`config.mk`:
```
export PLATFORM = sky130hd
export DESIGN_NAME = hdlc_tx_stuffer
export DESIGN_NICKNAME = d
export VERILOG_FILES = /design/src/rtl/hdlc_stuff_pkg.sv /design/src/rtl/stuff_src_feed.sv /design/src/rtl/stuff_chk_acc.sv /design/src/rtl/stuff_packer.sv /design/src/rtl/hdlc_tx_stuffer.sv
export SDC_FILE = /design/constraint.sdc
export NUM_CORES = 1
export LEC_CHECK = 0
export ABC_CLOCK_PERIOD_IN_PS = 4000
export BUFFER_PORTS_ARGS = -buffer_cell sky130_fd_sc_hd__buf_2
export CORE_AREA = 3 3 74 76
export CTS_CLUSTER_DIAMETER = 40
export DETAILED_ROUTE_END_ITERATION = 10
export DIE_AREA = 0 0 77 79
export PLACE_DENSITY = 0.72
export RECOVER_POWER = 50
export SYNTH_ARGS = -nofsm -noshare
export SYNTH_HDL_FRONTEND = slang
export SYNTH_SLANG_ARGS = --single-unit
```
`constraint.sdc`:
```
create_clock -name clk -period 4 [get_ports clk]
set_clock_uncertainty 0.15 [all_clocks]
set_input_delay 0.6 -clock clk [delete_from_list [all_inputs] [get_ports clk]]
set_output_delay 0.6 -clock clk [all_outputs]
set_load 0.01 [all_outputs]
```
`src/rtl/hdlc_stuff_pkg.sv`:
```
package hdlc_stuff_pkg;

    localparam int          WORD_W     = 8;
    localparam int          CHK_W      = 16;
    localparam logic [15:0] CHK_POLY_R = 16'h8408;
    localparam logic [15:0] CHK_SEED   = 16'hFFFF;
    localparam int          RUN_MAX    = 5;

    typedef enum logic [1:0] {
        BIT_SOURCE = 2'd0,
        BIT_IDLE   = 2'd1,
        BIT_STUFF  = 2'd2
    } bit_kind_e;

    typedef struct packed {
        logic      value;
        bit_kind_e kind;
    } conv_bit_t;

    function automatic logic counts_in_check(input conv_bit_t b);
        return (b.kind != BIT_STUFF);
    endfunction

endpackage

```
`src/rtl/stuff_src_feed.sv`:
```
module stuff_src_feed #(
    parameter int W = hdlc_stuff_pkg::WORD_W
) (
    input  logic         clk,
    input  logic         rst,
    input  logic         flush,
    input  logic         src_wr,
    input  logic [W-1:0] src_data,
    input  logic         take,
    output logic         bit_o,
    output logic         idle_o,
    output logic         pending_o
);
    localparam int LEFT_W = $clog2(W + 1);

    logic [W-1:0]      hold_q;
    logic              full_q;
    logic [W-1:0]      shift_q;
    logic [LEFT_W-1:0] left_q;

    always_comb begin
        if (left_q != '0) begin
            bit_o  = shift_q[0];
            idle_o = 1'b0;
        end else if (full_q) begin
            bit_o  = hold_q[0];
            idle_o = 1'b0;
        end else begin
            bit_o  = 1'b1;
            idle_o = 1'b1;
        end
    end

    assign pending_o = full_q;

    always_ff @(posedge clk) begin
        if (rst) begin
            hold_q  <= '0;
            full_q  <= 1'b0;
            shift_q <= '0;
            left_q  <= '0;
        end else begin
            if (flush) begin
                left_q <= '0;
            end else if (take) begin
                if (left_q != '0) begin
                    shift_q <= shift_q >> 1;
                    left_q  <= left_q - 1'b1;
                end else if (full_q) begin
                    shift_q <= hold_q >> 1;
                    left_q  <= LEFT_W'(W - 1);
                    full_q  <= 1'b0;
                end
            end
            if (src_wr) begin
                hold_q <= src_data;
                full_q <= 1'b1;
            end
        end
    end

    AST_FEED_LEFT_BOUND: assert property (@(posedge clk) disable iff (rst) left_q <= LEFT_W'(W - 1)) else $error("shift count overran");

endmodule

```
`src/rtl/stuff_chk_acc.sv`:
```
module stuff_chk_acc #(
    parameter int          CW   = hdlc_stuff_pkg::CHK_W,
    parameter logic [CW-1:0] POLY = hdlc_stuff_pkg::CHK_POLY_R,
    parameter logic [CW-1:0] SEED = hdlc_stuff_pkg::CHK_SEED
) (
    input  logic          clk,
    input  logic          rst,
    input  logic          reseed,
    input  logic          upd,
    input  logic          bit_i,
    output logic [CW-1:0] chk_o
);
    logic [CW-1:0] chk_q;
    logic [CW-1:0] chk_nxt;

    always_comb begin
        chk_nxt = {1'b0, chk_q[CW-1:1]};
        if (chk_q[0] ^ bit_i) chk_nxt = chk_nxt ^ POLY;
    end

    always_ff @(posedge clk) begin
        if (rst || reseed) chk_q <= SEED;
        else if (upd)      chk_q <= chk_nxt;
    end

    assign chk_o = chk_q;

    AST_SEED_AFTER_DISABLE: assert property (@(posedge clk) disable iff (rst) reseed |=> chk_q == SEED) else $error("check value not reseeded");
    AST_HOLD_WITHOUT_UPDATE: assert property (@(posedge clk) disable iff (rst) (!reseed && !upd) |=> $stable(chk_q)) else $error("check value moved without a bit");

endmodule

```
`src/rtl/stuff_packer.sv`:
```
module stuff_packer #(
    parameter int W = hdlc_stuff_pkg::WORD_W
) (
    input  logic         clk,
    input  logic         rst,
    input  logic         flush,
    input  logic         push,
    input  logic         bit_i,
    input  logic         rd,
    output logic [W-1:0] word_o,
    output logic         valid_o
);
    localparam int IDX_W = $clog2(W);

    logic [W-1:0]     acc_q;
    logic [IDX_W-1:0] idx_q;
    logic [W-1:0]     acc_nxt;
    logic             last;

    always_comb begin
        acc_nxt        = acc_q;
        acc_nxt[idx_q] = bit_i;
        last           = (idx_q == IDX_W'(W - 1));
    end

    always_ff @(posedge clk) begin
        if (rst) begin
            acc_q   <= '0;
            idx_q   <= '0;
            word_o  <= '0;
            valid_o <= 1'b0;
        end else begin
            if (rd && valid_o) valid_o <= 1'b0;
            if (flush) begin
                idx_q <= '0;
            end else if (push) begin
                acc_q <= acc_nxt;
                if (last) begin
                    word_o  <= acc_nxt;
                    valid_o <= 1'b1;
                    idx_q   <= '0;
                end else begin
                    idx_q <= idx_q + 1'b1;
                end
            end
        end
    end

    AST_UNREAD_WORD_HELD: assert property (@(posedge clk) disable iff (rst) (valid_o && !rd) |=> (valid_o && $stable(word_o))) else $error("unread word lost");
    AST_NO_PUSH_WHILE_FULL: assert property (@(posedge clk) disable iff (rst) valid_o |-> !push) else $error("bit pushed over unread word");

endmodule

```
`src/rtl/hdlc_tx_stuffer.sv`:
```
module hdlc_tx_stuffer
    import hdlc_stuff_pkg::*;
#(
    parameter int W       = WORD_W,
    parameter int CW      = CHK_W,
    parameter int RUN_LIM = RUN_MAX
) (
    input  logic          clk,
    input  logic          rst,
    input  logic          tx_en,
    input  logic          src_wr,
    input  logic [W-1:0]  src_data,
    input  logic          out_rd,
    output logic [W-1:0]  out_data,
    output logic          out_valid,
    output logic [CW-1:0] crc_value
);
    localparam int RUN_W = $clog2(RUN_LIM + 1);

    logic             run_q;
    logic [RUN_W-1:0] ones_q;
    logic             step;
    logic             feed_bit;
    logic             feed_idle;
    logic             pending;
    logic             flush;
    conv_bit_t        cur;
    logic             take;

    assign flush = !tx_en;
    assign step  = tx_en && !out_valid && (run_q || pending);

    always_comb begin
        if (ones_q == RUN_W'(RUN_LIM)) begin
            cur.value = 1'b0;
            cur.kind  = BIT_STUFF;
        end else begin
            cur.value = feed_bit;
            cur.kind  = feed_idle ? BIT_IDLE : BIT_SOURCE;
        end
    end

    assign take = step && counts_in_check(cur);

    stuff_src_feed #(.W(W)) u_feed (
        .clk       (clk),
        .rst       (rst),
        .flush     (flush),
        .src_wr    (src_wr),
        .src_data  (src_data),
        .take      (take),
        .bit_o     (feed_bit),
        .idle_o    (feed_idle),
        .pending_o (pending)
    );

    stuff_chk_acc #(.CW(CW), .POLY(CW'(CHK_POLY_R)), .SEED(CW'(CHK_SEED))) u_chk (
        .clk    (clk),
        .rst    (rst),
        .reseed (flush),
        .upd    (take),
        .bit_i  (cur.value),
        .chk_o  (crc_value)
    );

    stuff_packer #(.W(W)) u_pack (
        .clk     (clk),
        .rst     (rst),
        .flush   (flush),
        .push    (step),
        .bit_i   (cur.value),
        .rd      (out_rd),
        .word_o  (out_data),
        .valid_o (out_valid)
    );

    always_ff @(posedge clk) begin
        if (rst || flush) begin
            run_q  <= 1'b0;
            ones_q <= '0;
        end else if (step) begin
            run_q  <= 1'b1;
            ones_q <= cur.value ? ones_q + 1'b1 : '0;
        end
    end

    AST_RUN_BOUNDED: assert property (@(posedge clk) disable iff (rst) ones_q <= RUN_W'(RUN_LIM)) else $error("run of ones too long");
    AST_STUFF_ENDS_RUN: assert property (@(posedge clk) disable iff (rst) (step && ones_q == RUN_W'(RUN_LIM)) |=> ones_q == '0) else $error("stuffed zero did not end run");
    AST_CHECK_FROZEN_ON_STALL: assert property (@(posedge clk) disable iff (rst) (out_valid && tx_en) |=> $stable(crc_value)) else $error("check value moved during stall");
    AST_NO_START_WITHOUT_BYTE: assert property (@(posedge clk) disable iff (rst) (!run_q && !pending) |=> !run_q) else $error("started without a source byte");

endmodule

```
==> results.cfg, run 1 <==
[synth]
synth-compound-area-share = 0.111
synth_warnings = 0
synth-seq-area-share = 0.454
synth_fa_ha_area_frac = 0.0236
syn_inst = 316
ys_ff_latch = 60
syn_nets = 334
synth_xor_area_frac = 0.0199
synth_mux_area_frac = 0.0605
syn_avg_cell_area_um2 = 8.37
yosysUniqueCellTypes = 34
syn-cell-area_mm2 = 0.00265
synth-simple-area-share = 0.256
synth_top_family_by_area = simple AND/OR/NAND/NOR gates

[power]
power.share.clock = 0.410
p_seq_frac = 0.508
p_sw_w = 0.000294
intPower_w = 0.000940
ir_worst_vdd_uv = 259
total_power_w = 0.00123
leakage_nw = 1.12
powerDensity_mw_per_mm2 = 426
power_frac_comb = 0.082
swShare = 0.238

[setup_path]
cp_max_fo = 8
critPathSlowestCell = mux2i_1
path_depth = 7
crit_top_cell = mux2i_1
required_ns = 3.99
cp_top_family = multiplexers
crit_chain = inv_1, ha_1, nor3b_4, mux2i_1, nor2_1, mux2i_1, a211oi_1
cp.arrival_ns = 2.54
worstPathBufferInverterCount = 1
start_kind = register
path_class = reg -> reg
r2r_start = u_feed.left_q[0]$_SDFFE_PP0P_
slowest_delay_ns = 0.61
rrSetupSlack_ns = 1.46
reg2reg_to = u_pack.word_o[0]$_SDFFE_PP0P_
ff2ff_path_depth = 7
endpoint_kind = register

[clock_tree]
cts_buffers = 9
cts_tree = built
hold_buffers = 0
worstSkewPairLatency_ns = 0.34
root_buffer = clkbuf_8
htreeDepth = 3
cts_setup_buffers = 0
path_clk_slew_ns = 0.06
postCtsResizedCells = 0
cts_sinks = 60
clockBufferDepth = 2

[routing]
vias = 2154
wl_mm = 5.20
antenna_left = 0
drt_pass1_iterations = 7
via_per_inst = 5.33
drtIter0Drc = 107
wl_per_cell_um = 12.9
drc = 0

[sta]
slew_viol_final = 0
hold_viol = 0
min_period_over_period = 0.636
slew_headroom = 0.00270
setup_violations = 0
min_period_ns = 2.54
rsz0062_at_grt = false
totalNegativeSetupSlack_ns = 0
max_freq_ghz = 0.393
worstMarginPinSlew_ns = 1.50

[global_route]
grt_max_degree = 36
antenna_found_initial = 0
grt_pass1_wl_mm = 9.01
gr-total-overflow = 0
grt.total_usage = 0.187
first_global_vias = 1923

[floorplanning]
die_h_um = 79
dieArea_mm2 = 0.00608
start_util = 0.553
core_area_mm2 = 0.00479
core.rowCount = 25
ios = 38
die_x_um = 77

[hold_path]
hp-class = reg -> reg
min_from = u_feed.hold_q[2]$_SDFFE_PP0P_
hold_end = u_feed.shift_q[1]$_SDFFE_PP0P_
holdPathStages = 2

[cells_and_area]
drive_gt1_frac = 0.0890
area_growth_pct = 9.50
diodes = 0
filler_cell_count = 431
layout.nets = 351
final_area_mm2 = 0.00290

[placement]
portBuffers = 37
placed_cell_area_mm2 = 0.00275
gp_congestion = 0.808
dp_hpwl_mm = 3.42

[run_status]
violations = max-capacitance violations
status = finished, violations left

[run]
maxCapViolations = 1
how the worst max path moves through the flow:
| stage | startpoint | endpoint | slack, ns |
|---|---|---|---|
| 6_report | u_feed.left_q[0]$_SDFFE_PP0P_ | u_pack.word_o[0]$_SDFFE_PP0P_ | 1.46 |
| 5_1_grt | u_feed.left_q[0]$_SDFFE_PP0P_ | u_pack.word_o[0]$_SDFFE_PP0P_ | 1.26 |
| 4_1_cts | u_feed.left_q[0]$_SDFFE_PP0P_ | u_pack.word_o[1]$_SDFFE_PP0P_ | 1.49 |
| 3_5_place_dp | tx_en | u_feed.shift_q[6]$_SDFFE_PP0P_ | 1.32 |
| 3_3_place_gp | tx_en | u_feed.shift_q[6]$_SDFFE_PP0P_ | 1.42 |
| 2_1_floorplan | u_feed.left_q[0]$_SDFFE_PP0P_ | u_pack.acc_q[5]$_SDFFE_PP0P_ | 1.82 |
flip-flops by register name, indices dropped and copies added, names as in the netlist:
| name | flops |
|---|---|
| ones_q | 3 |
| run_q | 1 |
| u_chk.chk_o | 16 |
| u_feed.hold_q | 8 |
| u_feed.left_q | 4 |
| u_feed.pending_o | 1 |
| u_feed.shift_q | 7 |
| u_pack.acc_q | 8 |
| u_pack.idx_q | 3 |
| u_pack.valid_o | 1 |
| u_pack.word_o | 8 |
final cells by class:
type / instances / area (µm²) / area share
sequential: 60 / 1200 / 0.415
clock inverter: 1 / 5.00 / 0.00173
clock buffer: 14 / 183 / 0.0630
timing repair buffer: 38 / 156 / 0.0540
inverter: 6 / 22.5 / 0.00777
multi-input combinational: 218 / 1250 / 0.430
tap: 67 / 83.8 / 0.0289
cells in the final DEF, fill, tap and decap left out, types with 4 or more instances in the layout:
cell type   n
nor3_1     14
clkbuf_8   13
a21oi_1    16
nand2b_1    5
inv_1       6
o311a_1     5
dfxtp_1    60
xnor2_1     4
clkbuf_1   28
nor2_1     42
a211oi_1    4
mux2i_1    16
o21ai_0    13
ha_1        5
buf_2      11
or3_1       6
nand3_1    15
nand2_1    48
a311oi_1    7
routing by layer:
layer  track usage  part of all wire
met1         0.266              0.50
met2         0.260              0.42
met3        0.0533             0.061
met4        0.0854             0.022
met5             0                 0
kinds of logic after synthesis:
kind of cell,after synthesis
and+or+nand+nor,145
DFF,60
AOI/OAI and AO/OA,46
buffers and inverters,38
muxes,16
xor gates and xnor gates,6
adders and majority gates,5
worst min-delay path, stage by stage (launching register included):
cell and delay, ns:
dfxtp_1 0.31, nand2_1 0.05, a311oi_1 0.07
synthesized netlist by cell type (all sizes together):
master / n / area (µm²)
nand2: 48 / 180
nand2b: 5 / 31.3
a21oi: 16 / 80.1
inv: 6 / 22.5
nand4: 1 / 6.26
nor4: 2 / 18.8
and2: 1 / 6.26
nor3b: 1 / 18.8
or2: 2 / 15.0
xor2: 2 / 17.5
and3: 2 / 12.5
nand3b: 1 / 7.51
dfxtp: 60 / 1200
clkbuf: 18 / 67.6
buf: 14 / 109
nor2b: 2 / 12.5
a211oi: 4 / 30.0
nor2: 42 / 158
a31oi: 1 / 6.26
or4b: 1 / 10.0
nor4b: 1 / 8.76
o311a: 5 / 50.1
ha: 5 / 62.6
a311oi: 7 / 61.3
nor3: 15 / 80.1
xnor2: 4 / 35.0
nand3: 15 / 75.1
or3: 6 / 37.5
o21ai: 13 / 65.1
mux2i: 16 / 160
power groups by stage:
stage          Sequential [W]  Combinational, W  Clock (W)
2_1_floorplan        0.000636         0.0000866          0
6_report             0.000627          0.000101   0.000506
3_5_place_dp         0.000640          0.000104          0
4_1_cts              0.000626          0.000104   0.000517
3_3_place_gp         0.000639          0.000101          0
5_1_grt              0.000629          0.000117   0.000541
per-stage QoR:
stage	hold slack [ns]	setup WS [ns]	instances	utilization
finish	0.327	1.46	404	0.605
global route	0.342	1.26	404	0.605
CTS	0.329	1.49	404	0.613
detailed placement	0.320	1.32	389	0.574
global placement	0.312	1.42	389	0.574
floorplan	0.300	1.82	316	-
Note: power is estimated with default switching activity, not from simulation.
==> run 2: changes to the inputs <==
ABC_CLOCK_PERIOD_IN_PS = 2200   (was 4000)
CORE_AREA = 3 3 77 79   (was 3 3 74 76)
DIE_AREA = 0 0 80 82   (was 0 0 77 79)
PLACE_DENSITY = 0.7   (was 0.72)
clock period = 2.2 ns   (was 4 ns; I/O delays follow)
==> run 2 against run 1 <==
  * Maximum frequency rose by 23%
  * Critical endpoint is now u_pack.word_o[5]$_SDFFE_PP0P_
  * Worst setup slack worse by 1.3 ns
  * Utilization down 4.8 points
  * Highest routed layer unchanged
  * Worst hold slack worse by 0.25 ns
  * The run now ends clean
  * Routed wire length rose by 2.6%
  * Non-clock buffer count is 11 higher
  * Sequential power rose by 82%
  * Flip-flop and latch count did not move
  * Clock power up 110%
  * Global-route usage fell by 0.45 points
==> results.cfg, run 2 (same netlist as run 1, synthesis figures left out) <==
[cells_and_area]
layout.nets = 362
final_util = 0.558
drive_gt1_frac = 0.123
area_growth_pct = 13.9
final_area_mm2 = 0.00302
final_cell_mix = dfxtp_1, nand2_1, nor2_1, clkbuf_1
largest_reg_flops = 16
final_common_cell = dfxtp_1
diodes = 0
filler_cell_count = 556
layoutNonFillerInstCount = 421

[global_route]
grt.total_usage = 0.182
gr-total-overflow = 0
antenna_found_initial = 0
grt_pass1_wl_mm = 9.10
grt_max_degree = 35
first_global_vias = 1905

[hold_path]
min_from = src_data[2]
hp-class = in -> reg
holdPathStages = 3
hold_end = u_feed.hold_q[2]$_SDFFE_PP0P_

[setup_path]
r2r_start = u_feed.left_q[0]$_SDFFE_PP0P_
start_kind = register
critPathSlowestCell = dfxtp_1
rrSetupSlack_ns = 0.13
cp_max_fo = 12
reg2reg_to = u_pack.word_o[5]$_SDFFE_PP0P_
path_class = reg -> reg
slowest_delay_ns = 0.37
cp_top_family = simple AND/OR/NAND/NOR gates
endpoint_kind = register
required_ns = 2.29
cp.arrival_ns = 2.16
crit_chain = inv_1, ha_1, nor3b_4, mux2i_1, or2_4, o311a_1, nor3_1
ff2ff_path_depth = 7
worstPathBufferInverterCount = 1

[power]
intPower_w = 0.00184
swShare = 0.232
leakage_nw = 1.19
ir_worst_vdd_uv = 411
p_sw_w = 0.000556
power_frac_comb = 0.084
power.share.clock = 0.441
p_seq_frac = 0.475
powerDensity_mw_per_mm2 = 795

[sta]
min_period_over_period = 0.941
hold_viol = 0
worstMarginPinSlew_ns = 1.49
totalNegativeSetupSlack_ns = 0
setup_violations = 0
max_freq_ghz = 0.483
slew_viol_final = 0
rsz0062_at_grt = false
fin_hold_ws_ns = 0.0795
slew_headroom = 0.00831
min_period_ns = 2.07

[routing]
drtIter0Drc = 80
drc = 0
wl_per_cell_um = 12.7
drt_pass1_iterations = 4
wl_mm = 5.34
vias = 2152
antenna_left = 0
via_per_inst = 5.11

[clock_tree]
worstSkewPairLatency_ns = 0.33
cts_sinks = 60
htreeDepth = 3
path_clk_slew_ns = 0.07
cts_tree = built
cts_setup_buffers = 0
root_buffer = clkbuf_8
postCtsResizedCells = 0
clockBufferDepth = 2
hold_buffers = 0
cts_buffers = 9

[floorplanning]
core_area_mm2 = 0.00541
ios = 38
die_x_um = 80
core.rowCount = 27
die_h_um = 82
dieArea_mm2 = 0.00656
start_util = 0.490

[run_status]
status = completed

[placement]
dp.cells = 405
portBuffers = 37
dp_hpwl_mm = 3.53
gp_congestion = 0.822
placed_cell_area_mm2 = 0.00284

[run]
maxCapViolations = 0
==> run 2: cell types whose count changed in the layout (fill, tap and decap cells not counted) <==
cell	delta
buf_4	+9
clkbuf_1	-1
bufinv_16	+1
buf_2	+1
and2_1	+1
and2_0	-1
clkinvlp_4	+1
clkbuf_2	+1
==> run 2: worst max path at each step <==
| stage | cells past startpoint | slack (ns) | start | endpoint |
|---|---|---|---|---|
| final | 7 | 0.13 | u_feed.left_q[0]$_SDFFE_PP0P_ | u_pack.word_o[5]$_SDFFE_PP0P_ |
| after global routing | 7 | 0.03 | u_feed.left_q[0]$_SDFFE_PP0P_ | u_pack.word_o[6]$_SDFFE_PP0P_ |
| after CTS | 7 | 0.14 | u_feed.left_q[0]$_SDFFE_PP0P_ | u_pack.word_o[5]$_SDFFE_PP0P_ |
| after detailed placement | 7 | 0.14 | u_feed.left_q[0]$_SDFFE_PP0P_ | u_pack.word_o[5]$_SDFFE_PP0P_ |
| after global placement | 7 | 0.24 | u_feed.left_q[0]$_SDFFE_PP0P_ | u_pack.word_o[5]$_SDFFE_PP0P_ |
| after floorplan | 8 | 0.02 | u_feed.left_q[0]$_SDFFE_PP0P_ | u_pack.acc_q[5]$_SDFFE_PP0P_ |
==> run 2: area by class of cell <==
type	count	area, µm²	share of cell area
Multi-Input combinational cell	218	1250	0.413
Tap cell	72	90.1	0.0299
Inverter	6	22.5	0.00747
Clock buffer	13	179	0.0593
Timing Repair Buffer	49	234	0.0776
Sequential cell	60	1200	0.398
Clock inverter	3	42.5	0.0141
==> run 2: tightest hold or removal path, delay by kind of cell <==
kind | cells | cell delay (ns)
buffers and inverters | 1 | 0.07
multiplexers | 1 | 0.05
AND/OR/NAND/NOR | 1 | 0.07
==> run 2: metal layers <==
layer  track usage  wire (µm)  vias to the layer above
met5             0          0                        -
met4        0.0811         61                        0
met3        0.0691        335                        6
met2         0.255       2250                       56
met1         0.248       2690                      960
li1              -          -                     1130
==> run 2: power by group through the flow <==
stage / Sequential, W / Clock [W] / Combinational [W]
2_1_floorplan: 0.00116 / 0 / 0.000157
4_1_cts: 0.00114 / 0.00109 / 0.000207
3_5_place_dp: 0.00116 / 0 / 0.000207
3_3_place_gp: 0.00116 / 0 / 0.000203
5_1_grt: 0.00114 / 0.00115 / 0.000234
6_report: 0.00114 / 0.00106 / 0.000201
==> run 2: through the flow <==
step	setup WS, ns	total power, W
floorplan	0.0179	0.00131
global placement	0.237	0.00137
detailed placement	0.141	0.00137
CTS	0.144	0.00244
global route	0.0305	0.00252
finish	0.129	0.00240
==> run 3: changes to the inputs <==
ABC_CLOCK_PERIOD_IN_PS = 1750   (was 2200)
CORE_AREA = 3 3 79 81   (was 3 3 77 79)
DIE_AREA = 0 0 82 84   (was 0 0 80 82)
SYNTH_HIERARCHICAL = 1   (was unset)
clock period = 1.75 ns   (was 2.2 ns; I/O delays follow)
==> run 3 against run 2 <==
  * The flow now finishes with violations (negative setup slack)
  * Synthesized area up 7.0%
  * Sequential share of layout area fell by 7.2 points
  * Total power up 30%
  * Non-clock buffer count grew 30
  * Routed wire length up 18%
  * Flip-flop and latch count stayed put
  * Synthesized cell count fell by 4.7%
  * Critical path type unchanged
  * Critical endpoint is now ones_q[1]$_SDFFE_PP0P_
  * First-iteration DRC count is 50% higher
  * Utilization rose by 11 points
  * Cell count is 4.5% higher
  * Via count up 11%
  * Count of clock-buffer cells in the layout is the same
==> results.cfg, run 3 <==
[run_status]
status = finished, violations left
violations = negative setup slack

[synth]
synth_warnings = 6
synth_edf_count = 0
yosysUniqueCellTypes = 54
ys_ff_latch = 60
syn_avg_cell_area_um2 = 9.40
yosysMostFrequentCell = dfxtp_1
syn_nets = 319
ys_top_cells_by_count = dfxtp_1, nor2_1, nand2_1, mux2i_1, nor3_1
synth_area_leaders = dfxtp_1, mux2i_1, nor2_1
yosys.area.top_type_share = 0.424
synth-main-ff-cell = dfxtp_1
syn-cell-area_mm2 = 0.00283
yosys.area.top_type = dfxtp_1
async_flop_share = 0
syn_inst = 301
synth-seq-area-share = 0.424

[setup_path]
rrSetupSlack_ns = -0.34
start_kind = register
path_class = reg -> reg
ff2ff_path_depth = 8
r2r_start = u_feed/left_q[0]$_SDFFE_PP0P_
reg2reg_to = ones_q[1]$_SDFFE_PP0P_
cp_max_fo = 6
startpoint = u_feed/left_q[0]$_SDFFE_PP0P_
cp.arrival_ns = 2.21
crit_end = ones_q[1]$_SDFFE_PP0P_
required_ns = 1.88
endpoint_kind = register

[floorplanning]
start_util = 0.511
core_area_mm2 = 0.00554
die_h_um = 84
die_x_um = 82
dieArea_mm2 = 0.00689
core.rowCount = 27
ios = 38

[sta]
min_period_ns = 2.09
worstMarginPinSlew_ns = 0.621
max_freq_ghz = 0.480
min_period_over_period = 1.19
slew_viol_final = 0
setup_ws_ns = -0.335
hold_viol = 0
totalNegativeSetupSlack_ns = -6.27
rsz0062_at_grt = true
setup_violations = 33
slew_headroom = 0.585

[global_route]
gr-total-overflow = 0
antenna_found_initial = 0
grt.total_usage = 0.190
first_global_vias = 2151
grt_pass1_wl_mm = 10.0
grt_max_degree = 34

[routing]
vias = 2382
drtIter0Drc = 120
wl_mm = 6.30
antenna_left = 0
drt_pass1_iterations = 4
wl_per_cell_um = 14.3
drc = 0
via_per_inst = 5.41

[cells_and_area]
ff_latch_area_mm2 = 0.00120
final_common_cell = dfxtp_1
largest_reg_flops = 16
drive_gt1_frac = 0.337
final_area_mm2 = 0.00369
area_growth_pct = 30.5
filler_cell_count = 449
layout.nets = 381
final_cell_mix = dfxtp_1, buf_4, nor2_1, nand2_1, mux2i_1
multi_input_area_mm2 = 0.00161
diodes = 0

[placement]
dp_hpwl_mm = 3.86
placed_cell_area_mm2 = 0.00320
gp_congestion = 0.756
portBuffers = 37

[power]
ir_worst_vdd_uv = 580
powerDensity_mw_per_mm2 = 843
leakage_nw = 1.44

[clock_tree]
cts_buffers = 9
root_buffer = clkbuf_8
htreeDepth = 3
path_clk_slew_ns = 0.07
worstSkewPairLatency_ns = 0.34
clockBufferDepth = 2
cts_tree = built
cts_sinks = 60

[hold_path]
hp-class = in -> reg

[run]
maxCapViolations = 0
[run 3: worst min-delay path by stage]
stage	slack (ns)	depth (start not counted)	start	end
3_5_place_dp	0.32	1	run_q$_SDFFE_PP0P_	run_q$_SDFFE_PP0P_
5_1_grt	0.008	3	src_data[3]	u_feed/hold_q[3]$_SDFFE_PP0P_
3_3_place_gp	0.32	1	run_q$_SDFFE_PP0P_	run_q$_SDFFE_PP0P_
4_1_cts	0.001	3	src_data[0]	u_feed/hold_q[0]$_SDFFE_PP0P_
6_report	0.02	3	src_data[3]	u_feed/hold_q[3]$_SDFFE_PP0P_
2_1_floorplan	0.26	2	src_data[7]	u_feed/hold_q[7]$_SDFFE_PP0P_
[run 3: repair_timing]
item                                    in CTS  in global routing
pin swaps                                   10                 14
cloned                                       1                  2
endpoints found under the setup margin      43                 49
endpoints found under the hold margin        4                  0
setup buffers                                3                  4
hold buffers                                 4                  0
resized for setup                            7                 28
[run 3: per-stage QoR]
step	total power, W	setup slack (ns)	hold slack, ns	util	cells
floorplan	0.00166	-0.431	0.260	-	301
global placement	0.00174	-0.332	0.317	0.578	411
detailed placement	0.00174	-0.412	0.322	0.578	411
CTS	0.00311	-0.303	0.00140	0.638	435
global route	0.00327	-0.497	0.00776	0.666	440
finish	0.00311	-0.335	0.0158	0.666	440
[run 3: area by class of cell]
| cell class | instances | area share |
|---|---|---|
| multi-input cells | 205 | 0.436 |
| flip-flops and latches | 60 | 0.326 |
| repair buffers | 79 | 0.142 |
| clock buffers | 13 | 0.0485 |
| well taps | 72 | 0.0244 |
| clock inverters | 3 | 0.0115 |
| inverters | 8 | 0.0115 |
[run 3: routing by layer]
layer / wire, µm / GRT usage / vias to the layer above
li1: - / - / 1188
met1: 2960 / 0.261 / 1117
met2: 2850 / 0.266 / 66
met3: 380 / 0.0713 / 11
met4: 103 / 0.0725 / 0
met5: 0 / 0 / -
[run 3: kinds of logic (layout without fill, tap and decap cells)]
group	count (synthesis)	in the layout	synth area share
xor+xnor	3	3	0.0190
simple gates	120	121	0.238
compound gates	50	51	0.123
flops	60	60	0.424
mux	25	25	0.0884
fa+ha+maj	5	5	0.0221
buf+inv	38	103	0.0844
[run 3: report_power, final]
| group | switching [W] | total (W) | internal (W) |
|---|---|---|---|
| sequential | 0.0000225 | 0.00142 | 0.00140 |
| clock | 0.000515 | 0.00133 | 0.000810 |
| combinational | 0.000180 | 0.000365 | 0.000184 |
[run 3: worst max-delay path: stages (launching register included)]
cell and delay (ns):
dfxtp_2 0.32, inv_2 0.06, ha_4 0.13, nor3b_4 0.23, nor2_1 0.09, a31oi_2 0.17
a21boi_4 0.28, or4b_4 0.49, a21oi_2 0.12
